`src/rtl/lbist_pkg.sv`:
```
package lbist_pkg;

  // Index width that never collapses to zero bits.
  function automatic int idxW(input int n);
    return (n < 2) ? 1 : $clog2(n);
  endfunction

  // Comparator groups: stride of three, so neighbours share one block.
  function automatic int oraCount(input int nBut);
    return (nBut + 1) / 3;
  endfunction

  function automatic int grpFirst(input int g);
    return 3 * g;
  endfunction

  function automatic int grpSize(input int g, input int nBut);
    int last;
    last = 3 * g + 3;
    if (last > nBut - 1) last = nBut - 1;
    return last - 3 * g + 1;
  endfunction

  typedef struct packed {
    logic clear;  // reset counter, pipeline and flags
    logic step;   // apply next pattern and capture outputs
  } lbistStrobe_t;

endpackage

```
`src/rtl/lbist_ctrl.sv`:
```
module lbist_ctrl
  import lbist_pkg::*;
(
  input  logic         clk,
  input  logic         rstN,
  input  logic         start,
  input  logic         lastPat,
  output lbistStrobe_t strobe,
  output logic         busy,
  output logic         done
);

  typedef enum logic [1:0] {
    ST_IDLE,
    ST_RUN,
    ST_DRAIN
  } ctrlState_t;

  ctrlState_t state;

  always_comb begin
    strobe.clear = start;
    strobe.step  = (state == ST_RUN) && !start;
  end

  always_ff @(posedge clk or negedge rstN) begin
    if (!rstN) begin
      state <= ST_IDLE;
      busy  <= 1'b0;
      done  <= 1'b0;
    end else if (start) begin
      state <= ST_RUN;
      busy  <= 1'b1;
      done  <= 1'b0;
    end else begin
      case (state)
        ST_RUN: begin
          if (lastPat) state <= ST_DRAIN;
        end
        ST_DRAIN: begin
          state <= ST_IDLE;
          busy  <= 1'b0;
          done  <= 1'b1;
        end
        default: state <= ST_IDLE;
      endcase
    end
  end

endmodule

```
`src/rtl/lbist_ora.sv`:
```
module lbist_ora #(
  parameter int SIZE  = 4,
  parameter int OUT_W = 4
) (
  input  logic                      clk,
  input  logic                      rstN,
  input  logic                      clear,
  input  logic                      cmpEn,
  input  logic [SIZE-1:0][OUT_W-1:0] outs,
  output logic                      fail
);

  logic [OUT_W-1:0] diff;

  generate
    if (SIZE == 2) begin : gPair
      assign diff = outs[0] ^ outs[1];
    end else begin : gVote
      always_comb begin
        for (int k = 0; k < OUT_W; k++) begin
          logic anyOne;
          logic allOne;
          anyOne = 1'b0;
          allOne = 1'b1;
          for (int j = 0; j < SIZE; j++) begin
            anyOne = anyOne | outs[j][k];
            allOne = allOne & outs[j][k];
          end
          diff[k] = anyOne & ~allOne;
        end
      end
    end
  endgenerate

  // The flag is its own input: once set it can only be cleared by start.
  always_ff @(posedge clk or negedge rstN) begin
    if (!rstN)       fail <= 1'b0;
    else if (clear)  fail <= 1'b0;
    else if (cmpEn)  fail <= fail | (|diff);
  end

endmodule

```
`src/rtl/lbist_datapath.sv`:
```
module lbist_datapath
  import lbist_pkg::*;
#(
  parameter int NUM_BUT = 4,
  parameter int IN_W    = 18,
  parameter int OUT_W   = 4,
  parameter int SWEEP_W = 18
) (
  input  logic                        clk,
  input  logic                        rstN,
  input  lbistStrobe_t                strobe,
  input  logic                        faultEn,
  input  logic [idxW(NUM_BUT)-1:0]    faultBut,
  input  logic [idxW(OUT_W)-1:0]      faultBit,
  input  logic                        faultVal,
  output logic                        lastPat,
  output logic [oraCount(NUM_BUT)-1:0] failFlags
);

  localparam int NUM_ORA = oraCount(NUM_BUT);
  localparam int BUT_IW  = idxW(NUM_BUT);
  localparam int BIT_IW  = idxW(OUT_W);

  logic [SWEEP_W-1:0] cnt;
  logic [IN_W-1:0]    pattern;
  logic               capValid;
  logic [OUT_W-1:0]   rawOut [NUM_BUT];
  logic [OUT_W-1:0]   capOut [NUM_BUT];

  assign pattern = IN_W'(cnt);
  assign lastPat = &cnt;

  function automatic logic [OUT_W-1:0] butFunc(input logic [IN_W-1:0] din);
    logic [OUT_W-1:0] res;
    res = '0;
    for (int i = 0; i < IN_W; i++) res[i % OUT_W] = res[i % OUT_W] ^ din[i];
    for (int k = 0; k < OUT_W; k++) res[k] = res[k] ^ (din[k % IN_W] & din[(k + 1) % IN_W]);
    return res;
  endfunction

  generate
    for (genvar b = 0; b < NUM_BUT; b++) begin : gBut
      always_comb begin
        rawOut[b] = butFunc(pattern);
        if (faultEn && (faultBut == BUT_IW'(b))) begin
          for (int k = 0; k < OUT_W; k++)
            if (faultBit == BIT_IW'(k)) rawOut[b][k] = faultVal;
        end
      end
    end
  endgenerate

  always_ff @(posedge clk or negedge rstN) begin
    if (!rstN) begin
      cnt      <= '0;
      capValid <= 1'b0;
      for (int b = 0; b < NUM_BUT; b++) capOut[b] <= '0;
    end else if (strobe.clear) begin
      cnt      <= '0;
      capValid <= 1'b0;
    end else begin
      capValid <= strobe.step;
      if (strobe.step) begin
        cnt <= cnt + 1'b1;
        for (int b = 0; b < NUM_BUT; b++) capOut[b] <= rawOut[b];
      end
    end
  end

  generate
    for (genvar g = 0; g < NUM_ORA; g++) begin : gOra
      localparam int FIRST = grpFirst(g);
      localparam int SIZE  = grpSize(g, NUM_BUT);
      logic [SIZE-1:0][OUT_W-1:0] grpOuts;
      for (genvar j = 0; j < SIZE; j++) begin : gTap
        assign grpOuts[j] = capOut[FIRST + j];
      end
      lbist_ora #(
        .SIZE (SIZE),
        .OUT_W(OUT_W)
      ) uOra (
        .clk  (clk),
        .rstN (rstN),
        .clear(strobe.clear),
        .cmpEn(capValid),
        .outs (grpOuts),
        .fail (failFlags[g])
      );
    end
  endgenerate

endmodule

```
`src/rtl/lbist_harness.sv`:
```
module lbist_harness
  import lbist_pkg::*;
#(
  parameter int NUM_BUT = 4,
  parameter int IN_W    = 18,
  parameter int OUT_W   = 4,
  parameter int SWEEP_W = 18
) (
  input  logic                         clk,
  input  logic                         rstN,
  input  logic                         start,
  input  logic                         faultEn,
  input  logic [idxW(NUM_BUT)-1:0]     faultBut,
  input  logic [idxW(OUT_W)-1:0]       faultBit,
  input  logic                         faultVal,
  output logic                         busy,
  output logic                         done,
  output logic [oraCount(NUM_BUT)-1:0] failFlags
);

  lbistStrobe_t strobe;
  logic         lastPat;

  lbist_ctrl uCtrl (
    .clk    (clk),
    .rstN   (rstN),
    .start  (start),
    .lastPat(lastPat),
    .strobe (strobe),
    .busy   (busy),
    .done   (done)
  );

  lbist_datapath #(
    .NUM_BUT(NUM_BUT),
    .IN_W   (IN_W),
    .OUT_W  (OUT_W),
    .SWEEP_W(SWEEP_W)
  ) uDp (
    .clk      (clk),
    .rstN     (rstN),
    .strobe   (strobe),
    .faultEn  (faultEn),
    .faultBut (faultBut),
    .faultBit (faultBit),
    .faultVal (faultVal),
    .lastPat  (lastPat),
    .failFlags(failFlags)
  );

endmodule

```
`config.mk`:
```
export PLATFORM = sky130hd
export DESIGN_NAME = lbist_harness
export DESIGN_NICKNAME = d
export VERILOG_FILES = /design/src/rtl/lbist_pkg.sv /design/src/rtl/lbist_ctrl.sv /design/src/rtl/lbist_ora.sv /design/src/rtl/lbist_datapath.sv /design/src/rtl/lbist_harness.sv
export SDC_FILE = /design/constraint.sdc
export NUM_CORES = 1
export LEC_CHECK = 0
export ABC_AREA = 0
export BUFFER_PORTS_ARGS = -buffer_cell sky130_fd_sc_hd__buf_2
export CAP_MARGIN = 20
export CORE_MARGIN = 4
export CORE_UTILIZATION = 63
export CTS_BUF_LIST = sky130_fd_sc_hd__clkbuf_2
export DETAILED_ROUTE_END_ITERATION = 10
export PLACE_DENSITY = 0.82
export SLEW_MARGIN = 25
export SYNTH_ARGS = -nofsm -noshare
export SYNTH_HDL_FRONTEND = slang
export SYNTH_SLANG_ARGS = --single-unit
```
`constraint.sdc`:
```
create_clock -name clk -period 2.3 [get_ports clk]
set_clock_uncertainty 0.05 [all_clocks]
set_input_delay 0.115 -clock clk [delete_from_list [all_inputs] [get_ports clk]]
set_output_delay 0.115 -clock clk [all_outputs]
set_load 0.05 [all_outputs]
```
; ---- After elaboration in Yosys (flattened, before gate mapping)
; Index checks and enable logic that the tools add are counted.
[word_totals]
word_cells = 110
reg_bits = 40
[classes]
mux = 20
bitwise = 56
reduce_logical = 14
addsub = 1
eq_ne = 9
[ops]
columns = cell, count
row1 = 2-to-1 mux 18 bit, 2
row2 = bitwise AND 1 bit, 20
row3 = "adder 18 x 1 -> 18 bit, second input constant", 1
row4 = AND reduction 18 bit, 1
row5 = bitwise XOR 1 bit, 18
row6 = 2-to-1 mux 4 bit, 4
row7 = OR 1 bit, 13
row8 = 2-to-1 mux 1 bit, 11
row9 = "equality test 2 bit, second input constant", 5
row10 = "equality test 2 x 1 -> 1 bit, second input constant", 3
row11 = 2-to-1 mux 2 bit, 3
row12 = nonzero test 2 bit, 3
row13 = logical AND 1 bit, 5
row14 = NOT 1 bit, 5
row15 = logical NOT 2 bit, 2
row16 = OR reduction 4 bit, 1
row17 = "!= test 3 bit, second input constant", 1
row18 = AND reduction 2 bit, 1
row19 = logical NOT 1 bit, 1

; ---- Longest topological paths before layout
[depth]
word_depth = 9
ltp_mapped = 7

; ---- Cells and area by module
; From an unflattened synthesis, not the netlist that was laid out.
[unflattened]
hier_cells = 232
area_unflattened_um2 = 2240.9
[by_module_without_submodules]
columns = mod, n_inst, cells_each, area_each_um2
row1 = lbist_datapath, 1, 205, 1948.1
row2 = lbist_ctrl, 1, 13, 175.2
row3 = lbist_ora, 1, 14, 117.6

; ---- Worst setup path after synthesis
; Ideal clock, no wire load.
[synth_path]
kind = register to register
from = reg uCtrl.state[1]
to = reg uDp.cnt[17]
period_less_slack_ns = 1.774
setup_slack_ns = 0.526
t_required_ns = 2.125
path_stages_with_launch = 5
arrival_ns = 1.600
path_cell_list = dfrtp_1 -> nand4b_1 -> nor4_1 -> nor2b_1 -> mux2_2
[synth_via]
elab_chain_cells = 3
[synth_lines]
columns = element, line_no
row1 = start: declaration, lbist_ctrl.sv:19  ; ctrlState_t state;
row2 = start signal: assignment, lbist_ctrl.sv:28  ; state <= ST_IDLE;
row3 = start signal: assignment, lbist_ctrl.sv:32  ; state <= ST_RUN;
row4 = start signal: assignment, lbist_ctrl.sv:38  ; if (lastPat) state <= ST_DRAIN;
row5 = equality test 2 x 1 -> 1 bit, lbist_ctrl.sv:23  ; strobe.step = (state == ST_RUN) && !start;
row6 = logical AND 1 bit, lbist_ctrl.sv:23
row7 = nonzero test 2 bit (no line), -
row8 = end signal: assignment, lbist_datapath.sv:64  ; cnt <= cnt + 1'b1;
row9 = end: declaration, lbist_datapath.sv:24  ; logic [SWEEP_W-1:0] cnt;
; No other way between the ends.
; A chain may end at the register's enable or synchronous reset.

; ---- Final worst setup path
[layout_path]
from = reg uDp.cnt[4]
to = reg uCtrl.state[0]
[layout_via]
elab_chain_cells = 2
[layout_lines]
columns = element, line_no
row1 = AND reduction 18 bit, lbist_datapath.sv:31  ; assign lastPat = &cnt;
row2 = != test 3 bit (no line), -
row3 = end signal: assignment, lbist_ctrl.sv:38
row4 = end signal: assignment, lbist_ctrl.sv:41  ; state <= ST_IDLE;
row5 = end signal: assignment, lbist_ctrl.sv:45  ; default: state <= ST_IDLE;
; No other way between the ends.

==> impl_metrics.json <==
{
  "worstSetupPathType": "flip-flop to flip-flop",
  "drt_iter0_markers": 122,
  "synth_nets": 239,
  "path_cells": "nand4_2 > or2_1 > or4_4 > a21o_1",
  "yosysWarnings": 0,
  "maxCapViolations": 0,
  "crit_arrival_ps": 2130,
  "portBuffers": 11,
  "outcome": "finished, final reports clean",
  "relSlewSlack_pct": 43.7,
  "avgSynthCellArea_um2": 9.70,
  "fin_setup_tns_ps": 0,
  "area_growth_pct": 5.41,
  "grt_max_degree": 41,
  "fmax_mhz": 533,
  "start_util_pct": 66.0,
  "slew_violations": 0,
  "worstSetupEndpointType": "flip-flop",
  "critPathMaxStageDelay_ps": 540,
  "min_path_type": "input port to flip-flop",
  "wirelength_um": 4120,
  "synth-edff-count": 0,
  "cts_root_buf": "clkbuf_2",
  "die_h_um": 67.4,
  "clkSlewWorstSetupHoldPaths_ps": 180,
  "cts_tree": "built",
  "clock_sinks": 40,
  "post-route-period-util_pct": 81.6,
  "synth-async-reset-ratio_pct": 100,
  "rsz0062_at_grt": "false",
  "crit_family": "simple AND/OR/NAND/NOR gates",
  "clk_latency_ps": 380,
  "ioPinCount": 12,
  "cp_slowest_cell": "or4_4",
  "crit_required_ps": 2560,
  "drive_gt1_share_pct": 12.9,
  "grtUsageTotal_pct": 21.0,
  "startpoint_type": "flip-flop",
  "via_count": 1645,
  "n_antenna_cell": 0,
  "ys_ff_latch": 40,
  "finalNetCount": 249,
  "power_leakage_nw": 0.993,
  "critPathMaxFanout": 8,
  "wl_per_cell_um": 14.4,
  "cts_buffers": 5,
  "ir_drop_uv": 428,
  "drtPass1Iterations": 4,
  "die-area_um2": 4540,
  "worstPathBufferInverterCount": 0,
  "gp_congestion": 0.944,
  "grt_pass1_vias": 1535,
  "postCtsSetupBuffers": 0,
  "synth_area_um2": 2220,
  "overflow": 0,
  "min_period_ps": 1880,
  "hold_viol_final": 0,
  "hpwl_um": 2990,
  "finalSetupViolations": 0,
  "rows": 21,
  "grt_pass1_wl_um": 7150,
  "core_area_um2": 3360,
  "grt_antenna_before_repair": 0,
  "drc": 0,
  "worstMarginPinSlew_ps": 845,
  "syn_inst": 229,
  "power_density_nw_per_um2": 517,
  "ys_types": 40,
  "ctsHtreeMaxLevel": 2,
  "clockBufferDepth": 2,
  "ant_nets": 0,
  "ys.flop_type": "dfrtp_1",
  "viasPerCell": 5.75,
  "p_total_mw": 1.21,
  "die-width_um": 67.4,
  "ys_seq_area_share_pct": 45.1
}
## kinds of logic after synthesis
logic type / count (synthesis) / synth area share (%)
compound gates: 31 / 8.79
xor+xnor: 21 / 10.8
fa+ha+maj: 1 / 0.563
buf+inv: 16 / 3.55
flops: 40 / 45.1
mux: 12 / 5.58
simple gates: 108 / 25.7
## worst reg2reg max path, stage by stage, from the launching register on
cell,delay (ps)
dfrtp_1,530
nand4_2,180
or2_1,330
or4_4,540
a21o_1,190
## what timing repair did
item | 4_1_cts | 5_1_grt
hold endpoints to repair | 40 | 0
hold buffers | 1 | 0
resized for setup | 0 | 0
## sequential cells by signal (all words and copies together), names as in the netlist
name,flops
uDp.gOra.uOra.fail,1
uDp.capOut,16
uDp.capValid,1
uCtrl.done,1
uCtrl.busy,1
uCtrl.state,2
uDp.cnt,18
## path summary, 6_finish.rpt
check                                            start                         end  slack (ps)  depth (start not counted)
worst max-delay path            uDp.cnt[4]$_DFFE_PN0P_  uCtrl.state[0]$_DFFE_PN0P_         420                          4
worst min-delay path                          faultVal   uDp.capOut[5]$_DFFE_PN0P_          80                          3
worst max register to register  uDp.cnt[4]$_DFFE_PN0P_  uCtrl.state[0]$_DFFE_PN0P_         420                          4
worst min register to register  uCtrl.busy$_DFFE_PN0P_      uCtrl.busy$_DFFE_PN0P_         450                          1
max in group asynchronous                         rstN  uDp.capOut[11]$_DFFE_PN0P_        1380                          2
min in group asynchronous                         rstN     uDp.cnt[14]$_DFFE_PN0P_         290                          2
## layer usage
| metal | wire length (µm) | global-route usage [%] | vias up |
|---|---|---|---|
| met4 | 66 | 6.08 | 0 |
| met5 | 0 | 0 | - |
| met1 | 2060 | 32.1 | 776 |
| met3 | 175 | 4.99 | 8 |
| met2 | 1820 | 29.6 | 30 |
| li1 | - | - | 831 |
## layout by cell type, fill, tap and decap left out, types with 2 or more instances in the layout
cell type	count
nand3_1	9
xnor2_1	12
nand3b_1	2
buf_2	11
nor2b_1	7
xor2_1	5
and3_1	2
and4_1	4
nand2b_1	5
buf_4	3
nand4_1	4
o22ai_1	2
clkbuf_2	7
nor3_1	5
nor4_1	6
inv_1	3
mux2_2	3
xnor3_1	4
nor2_1	27
or3_2	2
nand2_1	25
dfrtp_1	40
mux2i_1	9
a21oi_1	6
a21o_1	2
nand4b_1	2
o221ai_1	8
o21ai_0	12
## through the flow
step	instances	hold slack, ps	util (%)	setup WS, ps	instance area (µm²)
final	286	76.3	69.6	424	2340
after global routing	286	62.3	69.6	347	2340
after CTS	286	60.1	69.6	438	2340
after detailed placement	277	223	68.2	460	2290
after global placement	277	215	68.2	504	2290
after floorplan	229	-231	-	526	2220
## power breakdown
group	internal [mW]	total [mW]	switching, mW
Clock	0.0815	0.292	0.210
Combinational	0.0598	0.153	0.0935
Sequential	0.738	0.765	0.0272
## final cells by class
class	count	area, µm²
repair buffers	15	87.6
multi-input cells	173	1140
clock inverters	1	3.75
fillers	273	1020
well taps	46	57.6
inverters	4	15.0
clock buffers	7	35.0
flip-flops and latches	40	1000
## synthesized netlist by cell type, types with 5 or more instances
cell type | count | area share (%)
nand2b_1 | 5 | 1.4
a21oi_1 | 6 | 1.4
mux2i_1 | 9 | 4.1
nand2_1 | 25 | 4.2
xnor2_1 | 12 | 4.7
xor2_1 | 5 | 2.0
nor4_1 | 6 | 1.7
o21ai_0 | 12 | 2.7
dfrtp_1 | 40 | 45
nand3_1 | 9 | 2.0
nor2b_1 | 7 | 2.0
nor3_1 | 5 | 1.1
nor2_1 | 27 | 4.6
o221ai_1 | 8 | 3.2
clkbuf_1 | 9 | 1.5
No activity file was read; power rests on OpenSTA's default activity.
